File: src/rtl/bscan_drv_pkg.sv
package bscan_drv_pkg;

  typedef struct packed {
    logic ctrl;
    logic hiz;
  } test_mode_t;

  function automatic int chain_len(input int w);
    return 4 * w + 6;
  endfunction

  function automatic int b_int_idx(input int w);
    return 4 * w;
  endfunction

  function automatic int a_int_idx(input int w);
    return 4 * w + 3;
  endfunction

endpackage

File: src/rtl/bscan_rst_sync.sv
module bscan_rst_sync #(
  parameter int STAGES = 2
) (
  input  logic clk,
  input  logic arst_n,
  output logic rst_n
);
  logic [STAGES-1:0] sync_q;
  logic [STAGES-1:0] sync_d;

  always_comb begin
    sync_d = {sync_q[STAGES-2:0], 1'b1};
  end

  always_ff @(posedge clk or negedge arst_n) begin
    if (!arst_n) sync_q <= '0;
    else         sync_q <= sync_d;
  end

  assign rst_n = sync_q[STAGES-1];
endmodule

File: src/rtl/bscan_obs_cell.sv
module bscan_obs_cell (
  input  logic clk,
  input  logic rst_n,
  input  logic capture,
  input  logic shift,
  input  logic sys_in,
  input  logic ser_in,
  output logic cap_q
);
  logic cap_d;

  always_comb begin
    cap_d = cap_q;
    if (capture)    cap_d = sys_in;
    else if (shift) cap_d = ser_in;
  end

  always_ff @(posedge clk or negedge rst_n) begin
    if (!rst_n) cap_q <= 1'b0;
    else        cap_q <= cap_d;
  end

  assert_obs_capture_R3: assert property (@(posedge clk) disable iff (!rst_n)
    capture |=> cap_q == $past(sys_in));
  assert_obs_shift_R2: assert property (@(posedge clk) disable iff (!rst_n)
    (shift && !capture) |=> cap_q == $past(ser_in));
endmodule

File: src/rtl/bscan_ctl_cell.sv
module bscan_ctl_cell (
  input  logic clk,
  input  logic rst_n,
  input  logic capture,
  input  logic shift,
  input  logic update,
  input  logic sys_in,
  input  logic ser_in,
  output logic cap_q,
  output logic upd_q
);
  logic cap_d;
  logic upd_d;

  always_comb begin
    cap_d = cap_q;
    if (capture)    cap_d = sys_in;
    else if (shift) cap_d = ser_in;
  end

  always_comb begin
    upd_d = upd_q;
    if (update) upd_d = cap_q;
  end

  always_ff @(posedge clk or negedge rst_n) begin
    if (!rst_n) cap_q <= 1'b0;
    else        cap_q <= cap_d;
  end

  always_ff @(negedge clk or negedge rst_n) begin
    if (!rst_n) upd_q <= 1'b0;
    else        upd_q <= upd_d;
  end

  assert_ctl_capture_R3: assert property (@(posedge clk) disable iff (!rst_n)
    capture |=> cap_q == $past(sys_in));
  assert_ctl_hold_R4: assert property (@(negedge clk) disable iff (!rst_n)
    !update |=> $stable(upd_q));
  assert_ctl_load_R4: assert property (@(negedge clk) disable iff (!rst_n)
    update |=> upd_q == $past(cap_q));
endmodule

File: src/rtl/bscan_mode_reg.sv
module bscan_mode_reg
  import bscan_drv_pkg::*;
(
  input  logic       clk,
  input  logic       rst_n,
  input  logic       update_ir,
  input  logic       test_reset,
  input  logic       ctrl_in,
  input  logic       hiz_in,
  output test_mode_t mode_q
);
  test_mode_t mode_d;

  always_comb begin
    mode_d = mode_q;
    if (test_reset) begin
      mode_d = '0;
    end else if (update_ir) begin
      mode_d.ctrl = ctrl_in;
      mode_d.hiz  = hiz_in;
    end
  end

  always_ff @(negedge clk or negedge rst_n) begin
    if (!rst_n) mode_q <= '0;
    else        mode_q <= mode_d;
  end

  assert_mode_clear_R7: assert property (@(negedge clk) disable iff (!rst_n)
    test_reset |=> (mode_q == '0));
  assert_mode_hold_R7: assert property (@(negedge clk) disable iff (!rst_n)
    (!test_reset && !update_ir) |=> $stable(mode_q));
endmodule

File: src/rtl/bscan_side_drv.sv
module bscan_side_drv #(
  parameter int W = 9
) (
  input  logic [W-1:0] din,
  input  logic [1:0]   en_n,
  input  logic         ctrl,
  input  logic         hiz,
  input  logic [W-1:0] upd_data,
  input  logic         upd_en,
  output logic [W-1:0] dout,
  output logic         en_int,
  output logic         drive
);
  logic en_sys;

  always_comb begin
    en_sys = ~(en_n[0] | en_n[1]);
    if (ctrl) begin
      dout   = upd_data;
      en_int = upd_en;
    end else begin
      dout   = din;
      en_int = en_sys;
    end
    drive = en_int & ~hiz;
  end
endmodule

File: src/rtl/bscan_bus_driver.sv
module bscan_bus_driver
  import bscan_drv_pkg::*;
#(
  parameter int W = 9
) (
  input  logic         tck,
  input  logic         trst_n,
  input  logic         tdi,
  input  logic         capture_dr,
  input  logic         shift_dr,
  input  logic         update_dr,
  input  logic         update_ir,
  input  logic         ctrl_sel,
  input  logic         hiz_sel,
  input  logic         test_reset,
  input  logic [W-1:0] a_din,
  input  logic [1:0]   a_en_n,
  input  logic [W-1:0] b_din,
  input  logic [1:0]   b_en_n,
  output logic [W-1:0] a_dout,
  output logic         a_drive,
  output logic [W-1:0] b_dout,
  output logic         b_drive,
  output logic         sdo
);
  localparam int LEN = chain_len(W);
  localparam int AI  = a_int_idx(W);
  localparam int BI  = b_int_idx(W);

  logic           rst_n;
  test_mode_t     mode_q;
  logic [LEN-1:0] sys_vec;
  logic [LEN-1:0] chain_q;
  logic [LEN-1:0] ser_in_v;
  logic [2*W-1:0] out_upd;
  logic [1:0]     en_upd;
  logic [W-1:0]   a_upd_data;
  logic [W-1:0]   b_upd_data;
  logic           a_en_int;
  logic           b_en_int;

  bscan_rst_sync #(.STAGES(2)) u_rst_sync (
    .clk(tck), .arst_n(trst_n), .rst_n(rst_n)
  );

  bscan_mode_reg u_mode (
    .clk(tck), .rst_n(rst_n), .update_ir(update_ir), .test_reset(test_reset),
    .ctrl_in(ctrl_sel), .hiz_in(hiz_sel), .mode_q(mode_q)
  );

  bscan_side_drv #(.W(W)) u_side_a (
    .din(a_din), .en_n(a_en_n), .ctrl(mode_q.ctrl), .hiz(mode_q.hiz),
    .upd_data(a_upd_data), .upd_en(en_upd[1]),
    .dout(a_dout), .en_int(a_en_int), .drive(a_drive)
  );

  bscan_side_drv #(.W(W)) u_side_b (
    .din(b_din), .en_n(b_en_n), .ctrl(mode_q.ctrl), .hiz(mode_q.hiz),
    .upd_data(b_upd_data), .upd_en(en_upd[0]),
    .dout(b_dout), .en_int(b_en_int), .drive(b_drive)
  );

  // System-side values seen by the cells, and latch fan-out to the drivers.
  for (genvar k = 0; k < W; k++) begin : g_map
    assign sys_vec[W-1-k]   = b_dout[k];
    assign sys_vec[2*W-1-k] = a_dout[k];
    assign sys_vec[3*W-1-k] = b_din[k];
    assign sys_vec[4*W-1-k] = a_din[k];
    assign a_upd_data[k]    = out_upd[2*W-1-k];
    assign b_upd_data[k]    = out_upd[W-1-k];
  end
  assign sys_vec[BI]   = b_en_int;
  assign sys_vec[BI+1] = b_en_n[1];
  assign sys_vec[BI+2] = b_en_n[0];
  assign sys_vec[AI]   = a_en_int;
  assign sys_vec[AI+1] = a_en_n[1];
  assign sys_vec[AI+2] = a_en_n[0];

  assign ser_in_v = {tdi, chain_q[LEN-1:1]};

  for (genvar i = 0; i < LEN; i++) begin : g_cell
    if (i < 2 * W) begin : g_out
      bscan_ctl_cell u_cell (
        .clk(tck), .rst_n(rst_n), .capture(capture_dr), .shift(shift_dr),
        .update(update_dr), .sys_in(sys_vec[i]), .ser_in(ser_in_v[i]),
        .cap_q(chain_q[i]), .upd_q(out_upd[i])
      );
    end else if (i == AI) begin : g_aen
      bscan_ctl_cell u_cell (
        .clk(tck), .rst_n(rst_n), .capture(capture_dr), .shift(shift_dr),
        .update(update_dr), .sys_in(sys_vec[i]), .ser_in(ser_in_v[i]),
        .cap_q(chain_q[i]), .upd_q(en_upd[1])
      );
    end else if (i == BI) begin : g_ben
      bscan_ctl_cell u_cell (
        .clk(tck), .rst_n(rst_n), .capture(capture_dr), .shift(shift_dr),
        .update(update_dr), .sys_in(sys_vec[i]), .ser_in(ser_in_v[i]),
        .cap_q(chain_q[i]), .upd_q(en_upd[0])
      );
    end else begin : g_obs
      bscan_obs_cell u_cell (
        .clk(tck), .rst_n(rst_n), .capture(capture_dr), .shift(shift_dr),
        .sys_in(sys_vec[i]), .ser_in(ser_in_v[i]), .cap_q(chain_q[i])
      );
    end
  end

  assign sdo = chain_q[0];

  assert_hiz_off_R6: assert property (@(posedge tck) disable iff (!rst_n)
    mode_q.hiz |-> (!a_drive && !b_drive));
  assert_normal_pins_R1: assert property (@(posedge tck) disable iff (!rst_n)
    (!mode_q.ctrl && !mode_q.hiz) |->
      (a_drive == (a_en_n == 2'b00)) && (b_drive == (b_en_n == 2'b00)) &&
      (a_dout == a_din) && (b_dout == b_din));
  assert_ctrl_latch_R5: assert property (@(posedge tck) disable iff (!rst_n)
    (mode_q.ctrl && !mode_q.hiz) |->
      (a_drive == en_upd[1]) && (b_drive == en_upd[0]));
  assert_sdo_shift_R2: assert property (@(posedge tck) disable iff (!rst_n)
    (shift_dr && !capture_dr) |=> sdo == $past(chain_q[1]));
endmodule

File: config.mk
export PLATFORM = sky130hd
export DESIGN_NAME = bscan_bus_driver
export DESIGN_NICKNAME = d
export VERILOG_FILES = /design/src/rtl/bscan_drv_pkg.sv /design/src/rtl/bscan_rst_sync.sv /design/src/rtl/bscan_obs_cell.sv /design/src/rtl/bscan_ctl_cell.sv /design/src/rtl/bscan_mode_reg.sv /design/src/rtl/bscan_side_drv.sv /design/src/rtl/bscan_bus_driver.sv
export SDC_FILE = /design/constraint.sdc
export NUM_CORES = 1
export LEC_CHECK = 0
export ABC_AREA = 1
export BUFFER_PORTS_ARGS = -buffer_cell sky130_fd_sc_hd__buf_2
export CAP_MARGIN = 5
export CORE_ASPECT_RATIO = 0.75
export CORE_UTILIZATION = 45
export CTS_CLUSTER_SIZE = 20
export DETAILED_ROUTE_END_ITERATION = 10
export GPL_TIMING_DRIVEN = 0
export PLACE_DENSITY = 0.71
export SLEW_MARGIN = 20
export SYNTH_ARGS = -nofsm -noshare
export SYNTH_HDL_FRONTEND = slang
export SYNTH_SLANG_ARGS = --single-unit
export TNS_END_PERCENT = 5
File: constraint.sdc
create_clock -name tck -period 6.5 [get_ports tck]
set_clock_uncertainty 0.15 [all_clocks]
set_input_delay 1.625 -clock tck [delete_from_list [all_inputs] [get_ports tck]]
set_output_delay 1.625 -clock tck [all_outputs]
set_load 0.02 [all_outputs]
# Word level (Yosys, flattened, before mapping)
# Cells that the tools add are included.
[op_classes]
mux = 90
bitwise_logic = 7
reduce_logical = 2
[op_table]
columns = ["cell", "n"]
rows = [
  ["two-way mux 1 bit", 86],
  ["two-way mux 9 bit", 2],
  ["two-way mux 2 bit", 2],
  ["nonzero test 2 bit", 2],
  ["inverter 1 bit", 3],
  ["AND 1 bit", 2],
  ["bitwise OR 1 bit", 2],
]
[totals]
reg_bits = 66
in_bits = 32
wordCells = 164

# Depth between registers and ports, before layout
[depth]
word_depth = 4
depth_mapped = 7

# Hierarchy
# From an unflattened synthesis, not the netlist that was laid out.
[hier_totals]
hier_cells = 561
hier_area_um2 = 3632.2
[by_module_without_submodules]
columns = ["module", "n_inst", "cells_per_inst", "area_per_inst_um2", "seq_area_each_um2"]
rows = [
  ["bscan_ctl_cell", 20, 13, 93.8, 50.0],
  ["bscan_obs_cell", 22, 10, 60.1, 25.0],
  ["bscan_side_drv", 2, 34, 147.6, 0.0],
  ["bscan_mode_reg", 1, 10, 85.1, 50.0],
  ["bscan_rst_sync", 1, 3, 53.8, 50.0],
]

==> results.cfg <==
[run_status]
run_status = finished, violations left
violations = negative hold slack, negative setup slack

[global_routing]
grt_pass1_vias = 2710
grt_max_degree = 57
antenna_found_initial = 0
grt_pass1_wl_mm = 13.7
globalRouteTotalUtil_pct = 24.4
overflow = 0

[sta]
holdWs_ns = -0.000613
relSlewSlack_pct = 64.0
drv_slew = 0
hold_violations = 1
final.setup.worst_slack_ns = -0.136
setup_violations = 20
rsz0062_at_grt = yes
fin_setup_tns_ns = -1.73
max_slew.worst_pin.slew_ns = 0.540

[synthesis]
synth_cells = 422
ys_seq_area_share_pct = 50.6
synth_ff_type = dfrtp_1
synth_edf_count = 0
synth.area.top_cells = dfrtp_1, nand2_1, dfrtn_1
ys_warn_count = 0
synth_common_cells = nand2_1, dfrtp_1, inv_1
synth_area_sq_um = 3260
async_flop_share_pct = 100
yosysTopAreaCell = dfrtp_1
synth.top_cell.area_share_pct = 33.7
synth_fp_nets = 454
synth.most_common_cell = nand2_1
synth.avg_cell_area_sq_um = 7.73
synth_seq_cells = 66
yosysUniqueCellTypes = 19

[routing]
avgViaCountPerCell = 5.08
ant_nets = 0
vias = 3020
dr.pass1.iters = 5
finalWirelength_mm = 8.55
detail_route.iter0.violations = 254
drt-wirelength-per-cell_um = 14.4
drcViolationCount = 0

[floorplan]
ios = 53
dieWidth_um = 100
start_util_pct = 47.3
rows = 26
die_y_um = 75.7
die_area_sq_um = 7600
core-area_sq_um = 6900

[final_layout]
drive_gt1_share_pct = 29.8
area_delta_synth_final_pct = 29.2
num_antenna_cells = 0
multiInputGateArea_sq_um = 1340
seqCellArea_sq_um = 1660
num-fill-cells = 630
final_nets = 523
fin_util_pct = 61.1
final-instance-count-excl-fill = 594

[worst_setup_path]
end_kind = output port
critPathKind = flop to output port
crit_path_start_kind = flop
arrival_ns = 4.86
path_max_fanout = 10
required_ns = 4.72

[clocking]
path_clk_slew_ns = 0.07
cts_root_buf = clkbuf_8
cts_buffer_depth = 2
clk-insertion-delay-late_ns = 0.35
cts_max_level = 3
cts_tree = done
numClockSinks = 66
cts_buffers = 9

[power_and_ir_drop]
p_total_mw = 1.12
sw_frac_of_total_pct = 28.2
irDropWorstVdd_uv = 160
p_comb_share_pct = 18.6
intPower_mw = 0.807
switching_power_mw = 0.317
p_seq_share_pct = 44.0
p_leak_nw = 2.22
power_density_nw_per_um2 = 267
pwr-share-clk_pct = 37.4

[run]
maxCapViolations = 0

[place]
placed_cells = 572
routabilityCongestion = 0.796
io_buffer_count = 51
dp_hpwl_mm = 5.82

[hold_path]
min-delay-path-class = flop to async pin
-- layout make-up --
| cell class | instances | share of cell area [%] |
|---|---|---|
| inverter | 43 | 3.89 |
| buffer | 38 | 6.50 |
| multi-input combinational | 275 | 31.7 |
| tap | 98 | 2.91 |
| clock inverter | 7 | 2.76 |
| sequential | 66 | 39.3 |
| clock buffer | 9 | 2.94 |
| timing repair buffer | 58 | 10.1 |
-- power groups by stage --
stage	clock [mW]	combinational [mW]	sequential, mW
floorplan	0	0.117	0.496
global placement	0	0.162	0.505
detailed placement	0	0.175	0.500
CTS	0.423	0.200	0.493
global route	0.441	0.233	0.500
finish	0.420	0.209	0.495
-- kinds of logic after synthesis --
group,share of synthesized area (%)
other,0.115
buffers and inverters,12.1
AO/OA/AOI/OAI,6.21
flip-flops,50.6
multiplexers,2.76
AND/OR/NAND/NOR,28.2
-- placed cells by master (no fill, tap or decap), types with 2 or more instances in the layout --
cell type,netlist,final
nand2_1,173,162
dfrtp_1,44,43
mux2_2,8,8
o21ai_1,5,2
buf_12,0,2
buf_2,13,42
buf_4,20,36
nor3_1,5,5
nand3_1,38,38
bufinv_16,0,3
nor2_1,7,7
nand2_2,0,10
inv_1,41,41
dfrtn_1,22,22
clkbuf_1,5,5
buf_6,0,8
buf_16,0,2
o21ai_2,0,12
nor2_4,2,2
a21oi_2,0,2
o21ai_0,32,20
clkbuf_8,0,9
o21ai_4,0,3
-- per-stage QoR --
step           setup WS (ns)  instance area [sq um]
4_1_cts               -0.120                   4140
3_5_place_dp          0.0923                   3670
2_1_floorplan          0.391                   3260
6_report              -0.136                   4220
3_3_place_gp          0.0638                   3640
5_1_grt               -0.190                   4220
-- critical path: stages (launching register included) --
cell and delay [ns]:
dfrtn_1 0.53, inv_4 0.13, buf_8 0.17, nand2_2 0.09
o21ai_4 0.07, buf_4 0.13, buf_4 0.14
-- worst paths after layout --
path                                      start                             to  slack, ns  depth (start not counted)
max in group asynchronous  u_rst_sync.sync_q[1]   g_cell[1].g_out.u_cell.upd_q       2.50                          1
min reg2reg                u_rst_sync.sync_q[1]   g_cell[8].g_out.u_cell.cap_q    -0.0006                          0
max                            u_mode.mode_q[1]                      b_dout[2]      -0.14                          6
min                        u_rst_sync.sync_q[1]   g_cell[8].g_out.u_cell.cap_q    -0.0006                          0
min in group tck           u_rst_sync.sync_q[0]           u_rst_sync.sync_q[1]       0.20                          0
max reg2reg                    u_mode.mode_q[1]  g_cell[39].g_aen.u_cell.cap_q       1.86                          6
-- registers in the layout, summed over array words and instances (netlist names) --
register,cells
g_cell.g_out.u_cell.upd_q,18
g_cell.g_out.u_cell.cap_q,18
g_cell.g_obs.u_cell.cap_q,22
g_cell.g_ben.u_cell.cap_q,1
g_cell.g_ben.u_cell.upd_q,1
g_cell.g_aen.u_cell.cap_q,1
u_mode.mode_q,2
u_rst_sync.sync_q,2
g_cell.g_aen.u_cell.upd_q,1
-- routing by layer --
metal	global-route usage, %	part of all wire [%]	vias up
li1	-	-	1429
met2	36.9	44	119
met3	8.26	8.7	11
met1	34.7	47	1461
met4	4.19	0.51	0
met5	0	0	-
-- what timing repair did --
action                                  in CTS  in global routing
resized for setup                           60                 24
setup buffers                                5                  0
hold buffers                                 0                  0
endpoints found under the setup margin      20                 20
pin swaps                                    0                  1
cloned                                       1                  0
(Power assumes the default switching activity.)
